### config.mk
export PLATFORM = sky130hd
export DESIGN_NAME = irq_router
export DESIGN_NICKNAME = d
export VERILOG_FILES = /design/src/rtl/irq_router_pkg.sv /design/src/rtl/irq_src_bank.sv /design/src/rtl/irq_combine.sv /design/src/rtl/irq_bus_decode.sv /design/src/rtl/irq_router.sv
export SDC_FILE = /design/constraint.sdc
export NUM_CORES = 1
export LEC_CHECK = 0
export BUFFER_PORTS_ARGS = -buffer_cell sky130_fd_sc_hd__buf_2
export CELL_PAD_IN_SITES_DETAIL_PLACEMENT = 1
export CELL_PAD_IN_SITES_GLOBAL_PLACEMENT = 2
export CORE_MARGIN = 1
export CORE_UTILIZATION = 41
export CTS_CLUSTER_DIAMETER = 100
export DETAILED_ROUTE_END_ITERATION = 16
export GPL_ROUTABILITY_DRIVEN = 0
export PLACE_DENSITY = 0.87
export SLEW_MARGIN = 20
export SYNTH_ARGS = -nofsm -noshare
export SYNTH_HDL_FRONTEND = slang
export SYNTH_SLANG_ARGS = --single-unit
export TNS_END_PERCENT = 10
### constraint.sdc
create_clock -name clk -period 5.81 [get_ports clk]
set_input_delay 0.581 -clock clk [delete_from_list [all_inputs] [get_ports clk]]
set_output_delay 0.581 -clock clk [all_outputs]
set_load 0.005 [all_outputs]
### src/rtl/irq_router_pkg.sv
package irq_router_pkg;

  localparam int ADDR_W  = 14;
  localparam int PIN_FW  = 6;
  localparam int CIDX_W  = 5;
  localparam int MAX_SRC = 256;

  localparam logic [ADDR_W-1:0] A_CFG   = 14'h0000;
  localparam logic [ADDR_W-1:0] A_WEDGE = 14'h0004;
  localparam logic [ADDR_W-1:0] A_PEND  = 14'h0100;
  localparam logic [ADDR_W-1:0] A_EN    = 14'h0140;
  localparam logic [ADDR_W-1:0] A_CLR   = 14'h0180;
  localparam logic [ADDR_W-1:0] A_SET   = 14'h01C0;
  localparam logic [ADDR_W-1:0] A_PIN   = 14'h0400;
  localparam logic [ADDR_W-1:0] A_CORE  = 14'h0800;

  // Position of the lowest set bit; 32 when the word is zero.
  function automatic logic [5:0] low_bit_idx(input logic [31:0] v);
    logic [5:0] r;
    r = 6'd32;
    for (int i = 31; i >= 0; i--) begin
      if (v[i]) r = 6'(i);
    end
    return r;
  endfunction

endpackage

### src/rtl/irq_src_bank.sv
module irq_src_bank
  import irq_router_pkg::*;
#(
  parameter int N_SRC = 16,
  parameter int SRC_W = 4
) (
  input  logic                           clk,
  input  logic                           rst,
  input  logic [N_SRC-1:0]               hw_irq,
  input  logic [N_SRC-1:0]               set_en,
  input  logic [N_SRC-1:0]               clr_en,
  input  logic                           wedge_we,
  input  logic                           wedge_val,
  input  logic [SRC_W-1:0]               wedge_src,
  input  logic [SRC_W-1:0]               map_src,
  input  logic                           pin_we,
  input  logic [PIN_FW:0]                pin_wdata,
  input  logic                           core_we,
  input  logic [CIDX_W:0]                core_wdata,
  output logic [N_SRC-1:0]               en_vec,
  output logic [N_SRC-1:0]               pend_vec,
  output logic [N_SRC-1:0]               hw_prev,
  output logic [N_SRC-1:0][PIN_FW:0]     pin_map,
  output logic [N_SRC-1:0][CIDX_W:0]     core_map
);

  always_ff @(posedge clk) begin
    if (rst) begin
      en_vec   <= '0;
      pend_vec <= '0;
      hw_prev  <= '0;
      for (int s = 0; s < N_SRC; s++) begin
        pin_map[s]  <= {1'b1, {PIN_FW{1'b0}}};
        core_map[s] <= '0;
      end
    end else begin
      hw_prev <= hw_irq;
      for (int s = 0; s < N_SRC; s++) begin
        if (set_en[s])      en_vec[s] <= 1'b1;
        else if (clr_en[s]) en_vec[s] <= 1'b0;

        // software force wins over a same-cycle input change
        if (wedge_we && wedge_src == SRC_W'(s))
          pend_vec[s] <= wedge_val;
        else if (hw_irq[s] != hw_prev[s])
          pend_vec[s] <= hw_irq[s];

        if (pin_we && map_src == SRC_W'(s))  pin_map[s]  <= pin_wdata;
        if (core_we && map_src == SRC_W'(s)) core_map[s] <= core_wdata;
      end
    end
  end

endmodule

### src/rtl/irq_combine.sv
module irq_combine
  import irq_router_pkg::*;
#(
  parameter int N_SRC  = 16,
  parameter int N_CORE = 2,
  parameter int N_PIN  = 6
) (
  input  logic                       clk,
  input  logic                       rst,
  input  logic [N_SRC-1:0]           en_vec,
  input  logic [N_SRC-1:0]           pend_vec,
  input  logic [N_SRC-1:0][PIN_FW:0] pin_map,
  input  logic [N_SRC-1:0][CIDX_W:0] core_map,
  output logic [N_CORE*N_PIN-1:0]    irq_out
);

  localparam int N_OUT = N_CORE * N_PIN;

  logic [N_SRC-1:0] live;
  logic [N_OUT-1:0] out_d;

  assign live = en_vec & pend_vec;

  for (genvar c = 0; c < N_CORE; c++) begin : g_core
    for (genvar p = 0; p < N_PIN; p++) begin : g_pin
      logic [N_SRC-1:0] hit;
      for (genvar s = 0; s < N_SRC; s++) begin : g_src
        assign hit[s] = live[s] & core_map[s][CIDX_W] &
                        (core_map[s][CIDX_W-1:0] == CIDX_W'(c)) &
                        (pin_map[s][PIN_FW-1:0] == PIN_FW'(p));
      end
      assign out_d[c*N_PIN+p] = |hit;
    end
  end

  always_ff @(posedge clk) begin
    if (rst) irq_out <= '0;
    else     irq_out <= out_d;
  end

endmodule

### src/rtl/irq_bus_decode.sv
module irq_bus_decode
  import irq_router_pkg::*;
#(
  parameter int N_SRC  = 16,
  parameter int N_CORE = 2,
  parameter int N_PIN  = 6,
  parameter int SRC_W  = 4
) (
  input  logic                       clk,
  input  logic                       rst,
  input  logic                       bus_we,
  input  logic                       bus_re,
  input  logic [ADDR_W-1:0]          bus_addr,
  input  logic [1:0]                 bus_size,
  input  logic [31:0]                bus_wdata,
  input  logic [N_SRC-1:0]           en_vec,
  input  logic [N_SRC-1:0]           pend_vec,
  input  logic [N_SRC-1:0][PIN_FW:0] pin_map,
  input  logic [N_SRC-1:0][CIDX_W:0] core_map,
  output logic [N_SRC-1:0]           set_en,
  output logic [N_SRC-1:0]           clr_en,
  output logic                       wedge_we,
  output logic                       wedge_val,
  output logic [SRC_W-1:0]           wedge_src,
  output logic [SRC_W-1:0]           map_src,
  output logic                       pin_we,
  output logic [PIN_FW:0]            pin_wdata,
  output logic                       core_we,
  output logic [CIDX_W:0]            core_wdata,
  output logic [31:0]                bus_rdata
);

  localparam logic [7:0]        INT_FIELD  = 8'(N_SRC / 8 - 1);
  localparam logic [7:0]        CORE_FIELD = 8'(N_CORE);
  localparam logic [PIN_FW-1:0] MAX_PIN    = PIN_FW'(N_PIN - 1);

  logic [5:0]             nbits;
  logic [31:0]            wmask;
  logic [7:0]             sbase;
  logic                   fit;
  logic                   in_pend, in_en, in_clr, in_set, in_pin, in_core;
  logic [ADDR_W-1:0]      core_off;
  logic [7:0]             pin_idx, core_idx;
  logic                   pin_ok, core_ok;
  logic [SRC_W-1:0]       pin_s, core_s;
  logic [MAX_SRC+31:0]    wide;
  logic [N_SRC+31:0]      pend_sh, en_sh;
  logic [5:0]             lowbit;
  logic [31:0]            rd_d;

  always_comb begin
    case (bus_size)
      2'd0:    nbits = 6'd8;
      2'd1:    nbits = 6'd16;
      default: nbits = 6'd32;
    endcase
    wmask = (nbits == 6'd32) ? 32'hFFFF_FFFF : ((32'h1 << nbits) - 32'h1);
    sbase = {bus_addr[4:0], 3'b000};
    fit   = ({2'b00, sbase} + {4'b0000, nbits}) <= 10'(N_SRC);

    in_pend = bus_addr[ADDR_W-1:5] == A_PEND[ADDR_W-1:5];
    in_en   = bus_addr[ADDR_W-1:5] == A_EN[ADDR_W-1:5];
    in_clr  = bus_addr[ADDR_W-1:5] == A_CLR[ADDR_W-1:5];
    in_set  = bus_addr[ADDR_W-1:5] == A_SET[ADDR_W-1:5];

    in_pin   = bus_addr[ADDR_W-1:10] == A_PIN[ADDR_W-1:10];
    pin_idx  = bus_addr[9:2];
    core_off = bus_addr - A_CORE;
    in_core  = (bus_addr >= A_CORE) && !core_off[ADDR_W-1];
    core_idx = core_off[12:5];
    pin_ok   = {1'b0, pin_idx}  < 9'(N_SRC);
    core_ok  = {1'b0, core_idx} < 9'(N_SRC);
    pin_s    = pin_idx[SRC_W-1:0];
    core_s   = core_idx[SRC_W-1:0];

    wide    = {{MAX_SRC{1'b0}}, bus_wdata & wmask} << sbase;
    pend_sh = {32'b0, pend_vec} >> sbase;
    en_sh   = {32'b0, en_vec} >> sbase;
    lowbit  = low_bit_idx(bus_wdata);

    set_en    = (bus_we && in_set && fit) ? wide[N_SRC-1:0] : '0;
    clr_en    = (bus_we && in_clr && fit) ? wide[N_SRC-1:0] : '0;
    wedge_we  = bus_we && (bus_addr == A_WEDGE) && (bus_wdata[30:0] < 31'(N_SRC));
    wedge_val = bus_wdata[31];
    wedge_src = bus_wdata[SRC_W-1:0];
    map_src   = in_pin ? pin_s : core_s;
    pin_we    = bus_we && in_pin && pin_ok && (bus_wdata[PIN_FW-1:0] <= MAX_PIN);
    pin_wdata = {bus_wdata[31], bus_wdata[PIN_FW-1:0]};
    core_we   = bus_we && in_core && core_ok &&
                ((bus_wdata == 32'h0) || (lowbit < 6'(N_CORE)));
    core_wdata = (bus_wdata == 32'h0) ? '0 : {1'b1, lowbit[CIDX_W-1:0]};

    if (bus_addr == A_CFG)
      rd_d = {16'h0000, CORE_FIELD, INT_FIELD};
    else if (in_pend && fit)
      rd_d = pend_sh[31:0] & wmask;
    else if (in_en && fit)
      rd_d = en_sh[31:0] & wmask;
    else if (in_pin && pin_ok)
      rd_d = {pin_map[pin_s][PIN_FW], 25'b0, pin_map[pin_s][PIN_FW-1:0]};
    else if (in_core && core_ok)
      rd_d = core_map[core_s][CIDX_W] ? (32'h1 << core_map[core_s][CIDX_W-1:0]) : 32'h0;
    else
      rd_d = 32'h0;
  end

  always_ff @(posedge clk) begin
    if (rst)         bus_rdata <= '0;
    else if (bus_re) bus_rdata <= rd_d;
  end

endmodule

### src/rtl/irq_router.sv
module irq_router
  import irq_router_pkg::*;
#(
  parameter int N_SRC  = 16,
  parameter int N_CORE = 2,
  parameter int N_PIN  = 6
) (
  input  logic                     clk,
  input  logic                     rst,
  input  logic                     bus_we,
  input  logic                     bus_re,
  input  logic [13:0]              bus_addr,
  input  logic [1:0]               bus_size,
  input  logic [31:0]              bus_wdata,
  output logic [31:0]              bus_rdata,
  input  logic [N_SRC-1:0]         hw_irq,
  output logic [N_CORE*N_PIN-1:0]  irq_out
);

  localparam int SRC_W = (N_SRC > 1) ? $clog2(N_SRC) : 1;

  logic [N_SRC-1:0]           set_en, clr_en;
  logic                       wedge_we, wedge_val;
  logic [SRC_W-1:0]           wedge_src, map_src;
  logic                       pin_we, core_we;
  logic [PIN_FW:0]            pin_wdata;
  logic [CIDX_W:0]            core_wdata;
  logic [N_SRC-1:0]           en_vec, pend_vec, hw_prev;
  logic [N_SRC-1:0][PIN_FW:0] pin_map;
  logic [N_SRC-1:0][CIDX_W:0] core_map;

  irq_bus_decode #(.N_SRC(N_SRC), .N_CORE(N_CORE), .N_PIN(N_PIN), .SRC_W(SRC_W)) i_dec (
    .clk(clk), .rst(rst), .bus_we(bus_we), .bus_re(bus_re), .bus_addr(bus_addr),
    .bus_size(bus_size), .bus_wdata(bus_wdata), .en_vec(en_vec), .pend_vec(pend_vec),
    .pin_map(pin_map), .core_map(core_map), .set_en(set_en), .clr_en(clr_en),
    .wedge_we(wedge_we), .wedge_val(wedge_val), .wedge_src(wedge_src), .map_src(map_src),
    .pin_we(pin_we), .pin_wdata(pin_wdata), .core_we(core_we), .core_wdata(core_wdata),
    .bus_rdata(bus_rdata)
  );

  irq_src_bank #(.N_SRC(N_SRC), .SRC_W(SRC_W)) i_bank (
    .clk(clk), .rst(rst), .hw_irq(hw_irq), .set_en(set_en), .clr_en(clr_en),
    .wedge_we(wedge_we), .wedge_val(wedge_val), .wedge_src(wedge_src), .map_src(map_src),
    .pin_we(pin_we), .pin_wdata(pin_wdata), .core_we(core_we), .core_wdata(core_wdata),
    .en_vec(en_vec), .pend_vec(pend_vec), .hw_prev(hw_prev),
    .pin_map(pin_map), .core_map(core_map)
  );

  irq_combine #(.N_SRC(N_SRC), .N_CORE(N_CORE), .N_PIN(N_PIN)) i_comb (
    .clk(clk), .rst(rst), .en_vec(en_vec), .pend_vec(pend_vec),
    .pin_map(pin_map), .core_map(core_map), .irq_out(irq_out)
  );

endmodule

==> out/summary.txt <==
Design Power - 4.80 mW
clock slew at reported path FFs - 0.06 ns
xor/xnor share of the synthesized area - 0%
Synth Area in Compound Gates - 11.7%
crit-path cells - buf_2, buf_4, nand2b_1, nor2_1, a21oi_1, nor2_1, a21oi_1, and2_1
Pins Over Slew Limit - 0
Synth Warn # - 0
CTS root buf - clkbuf_16
switching power total - 1.17 mW
crit path DAT - 3.65 ns
global-route wire length before repair - 93.4 mm
final worst setup slack - 2.62 ns
clock sink count - 300
CTS buffer count - 36
synthesized instance count - 1688
Unique masters post-synth - 78
fin crit share - 54.9%
synth top area cells - dfxtp_1 (38%), mux2i_1 (8.5%), mux4_2 (7.5%)
adder-cell area share of the yosys netlist - 1.39%
final routed DRC violation total - 0
pwr dens - 268 nW/um2
FF+latch count, synth - 300
Pint - 3.63 mW
setup bufs post-CTS - 0
Post-DRT Antenna Nets - 0
fraction of layout cells with a size suffix above 1 - 17.2%
H-tree lvl count - 2
WL final - 62.5 mm
simple logic cell fraction of the synthesized area - 28.0%
# Max-Cap Violations - 0
clock latency at the later pin of the worst-skew pair - 0.57 ns
Worst Path Required - 6.27 ns
register area share after synthesis - 38.5%
Slew HR - 26.4%
gr ovfl total - 0
diodes inserted - 0
RSZ-0062 raised after global routing - false
Placement Setup Slack - 2.02 ns
Layout Nets - 1832
peak supply drop - 0.000178 V
CTS tree - built
WS Path Type - in -> reg
Std-Cell Rows - 71
Mean Syn Cell Area - 9.25 um2
DP Cell Count - 2232
Logic pwr share - 5.4%
min Tclk post-route - 3.19 ns
static leakage - 6.66 nW
total number of vias - 14.6k
I/O pins - 112
Synth-to-Final Area Change - 14.6%
Vias/cell - 6.36
I/O Buffers - 111
GR Util All Layers - 32.2%
CP Max Fanout - 41
switching share of power - 24.4%
per-cell routed wire length - 27.2 um
main combinational cell family by area after synthesis - simple AND/OR/NAND/NOR gates
EDFF count, synth - 0
crit end category - register
core region area - 37600 um2
commonest non-fill, non-tap cells in the layout - dfxtp_1 (300), nand2_1 (161), nor2_1 (151)
synthesized area - 15600 um2
DIE AREA - 38900 um2
initial antenna violation count - 0
Yosys top cell area share - 38.5%
post-synth net total - 1760
dominant cell type by area after synthesis - dfxtp_1
Largest stage delay, worst path - 0.65 ns
Starting Density - 41.5%
Tightest Pin Transition - 1.09 ns
drt initial violations - 1501
Final HPWL DP - 46.6 mm
number of cells upsized or downsized after cts - 0
Setup-failing EPs final - 0
Top FF cell, synth - dfxtp_1
Post-Layout Cell Count - 2299
Die H - 197 um
leading cell type in the layout, fill and taps excluded - dfxtp_1
fraction of registers with async set/reset - 0%
TNS Setup - 0 ns
drt first pass iters - 5
run status - complete, no violations
vias in the first global route - 14.6k
mux cell area share after synthesis - 16.9%
Worst Clk Skew - 0.0228 ns
die width - 197 um
Slowest cell on crit path - buf_4
clk buf depth - 3
type of the worst min-delay path - in -> reg
final hold vios - 0
crit start category - input port
Clk pwr share - 51.0%
WHS - 0.261 ns
largest net degree at the start of global routing - 104
Flop pwr share - 43.6%
Max Clk Rate - 314 MHz
Hold Buf Count CTS - 0
==> cells in the mapped netlist (all sizes together) (35+ instances only) <==
master / number
nor3b: 57
clkbuf: 69
dfxtp: 300
a21oi: 61
nor2: 167
nand3: 59
nor3: 43
mux2i: 133
nand2: 165
mux4: 53
and2: 59
nor2b: 55
inv: 35
o21ai: 38
==> worst max-delay path: cells and delay by family <==
kind            cells  cell delay, ns
simple gates        4            1.55
buf+inv             2            1.15
compound gates      2            0.30
==> through the flow <==
| stage | instance area, um2 | util [%] |
|---|---|---|
| after floorplan | 15600 | - |
| after global placement | 16600 | 44.1 |
| after detailed placement | 16600 | 44.1 |
| after CTS | 17900 | 47.5 |
| after global routing | 17900 | 47.6 |
| final | 17900 | 47.6 |
==> final timing paths <==
| kind | from | to | slack [ns] | depth (start not counted) |
|---|---|---|---|---|
| setup / recovery | bus_addr[5] | i_bank.core_map[51]$_SDFFE_PP0P_ | 2.62 | 8 |
| hold reg to reg | i_dec.bus_rdata[16]$_SDFFE_PP0P_ | i_dec.bus_rdata[16]$_SDFFE_PP0P_ | 0.45 | 2 |
| hold / removal | hw_irq[11] | i_bank.hw_prev[11]$_SDFF_PP0_ | 0.26 | 2 |
| setup reg to reg | i_bank.core_map[62]$_SDFFE_PP0P_ | i_comb.irq_out[8]$_SDFF_PP0_ | 2.92 | 6 |
==> power by group through the flow <==
stage / Clock [mW] / Combinational (mW) / Sequential [mW]
floorplan: 0 / 0.164 / 2.12
detailed placement: 0 / 0.252 / 2.14
global placement: 0 / 0.246 / 2.14
global route: 2.57 / 0.277 / 2.09
finish: 2.45 / 0.258 / 2.09
CTS: 2.49 / 0.254 / 2.09
==> logic make-up (layout without fill, tap and decap cells) <==
| family | Yosys count | in the layout |
|---|---|---|
| AND/OR/NAND/NOR | 784 | 784 |
| flip-flops | 300 | 300 |
| AO/OA/AOI/OAI | 256 | 256 |
| multiplexers | 196 | 196 |
| buffers and inverters | 132 | 232 |
| adder cells (fa/ha/maj) | 20 | 20 |
==> registers in the layout, summed over array words and instances (netlist names) <==
register	cells
i_dec.bus_rdata	32
i_bank.pend_vec	16
i_bank.core_map	96
i_bank.en_vec	16
i_comb.irq_out	12
i_bank.pin_map	112
i_bank.hw_prev	16
==> routing by layer <==
layer,vias to the layer above,GRT usage [%],wire [um]
met5,-,0,0
met4,0,16.9,3470
met3,169,5.87,5120
met2,740,52.2,28400
met1,7299,40.8,25500
li1,6407,-,-
==> area by class of cell <==
class	count	area (um2)
clock buffer	43	967
clock inverter	23	310
fill	4287	19700
inverter	35	131
multi-input combinational	1256	9110
sequential	300	6010
tap	511	639
timing repair buffer	131	728
Note: power is estimated with default switching activity, not from simulation.
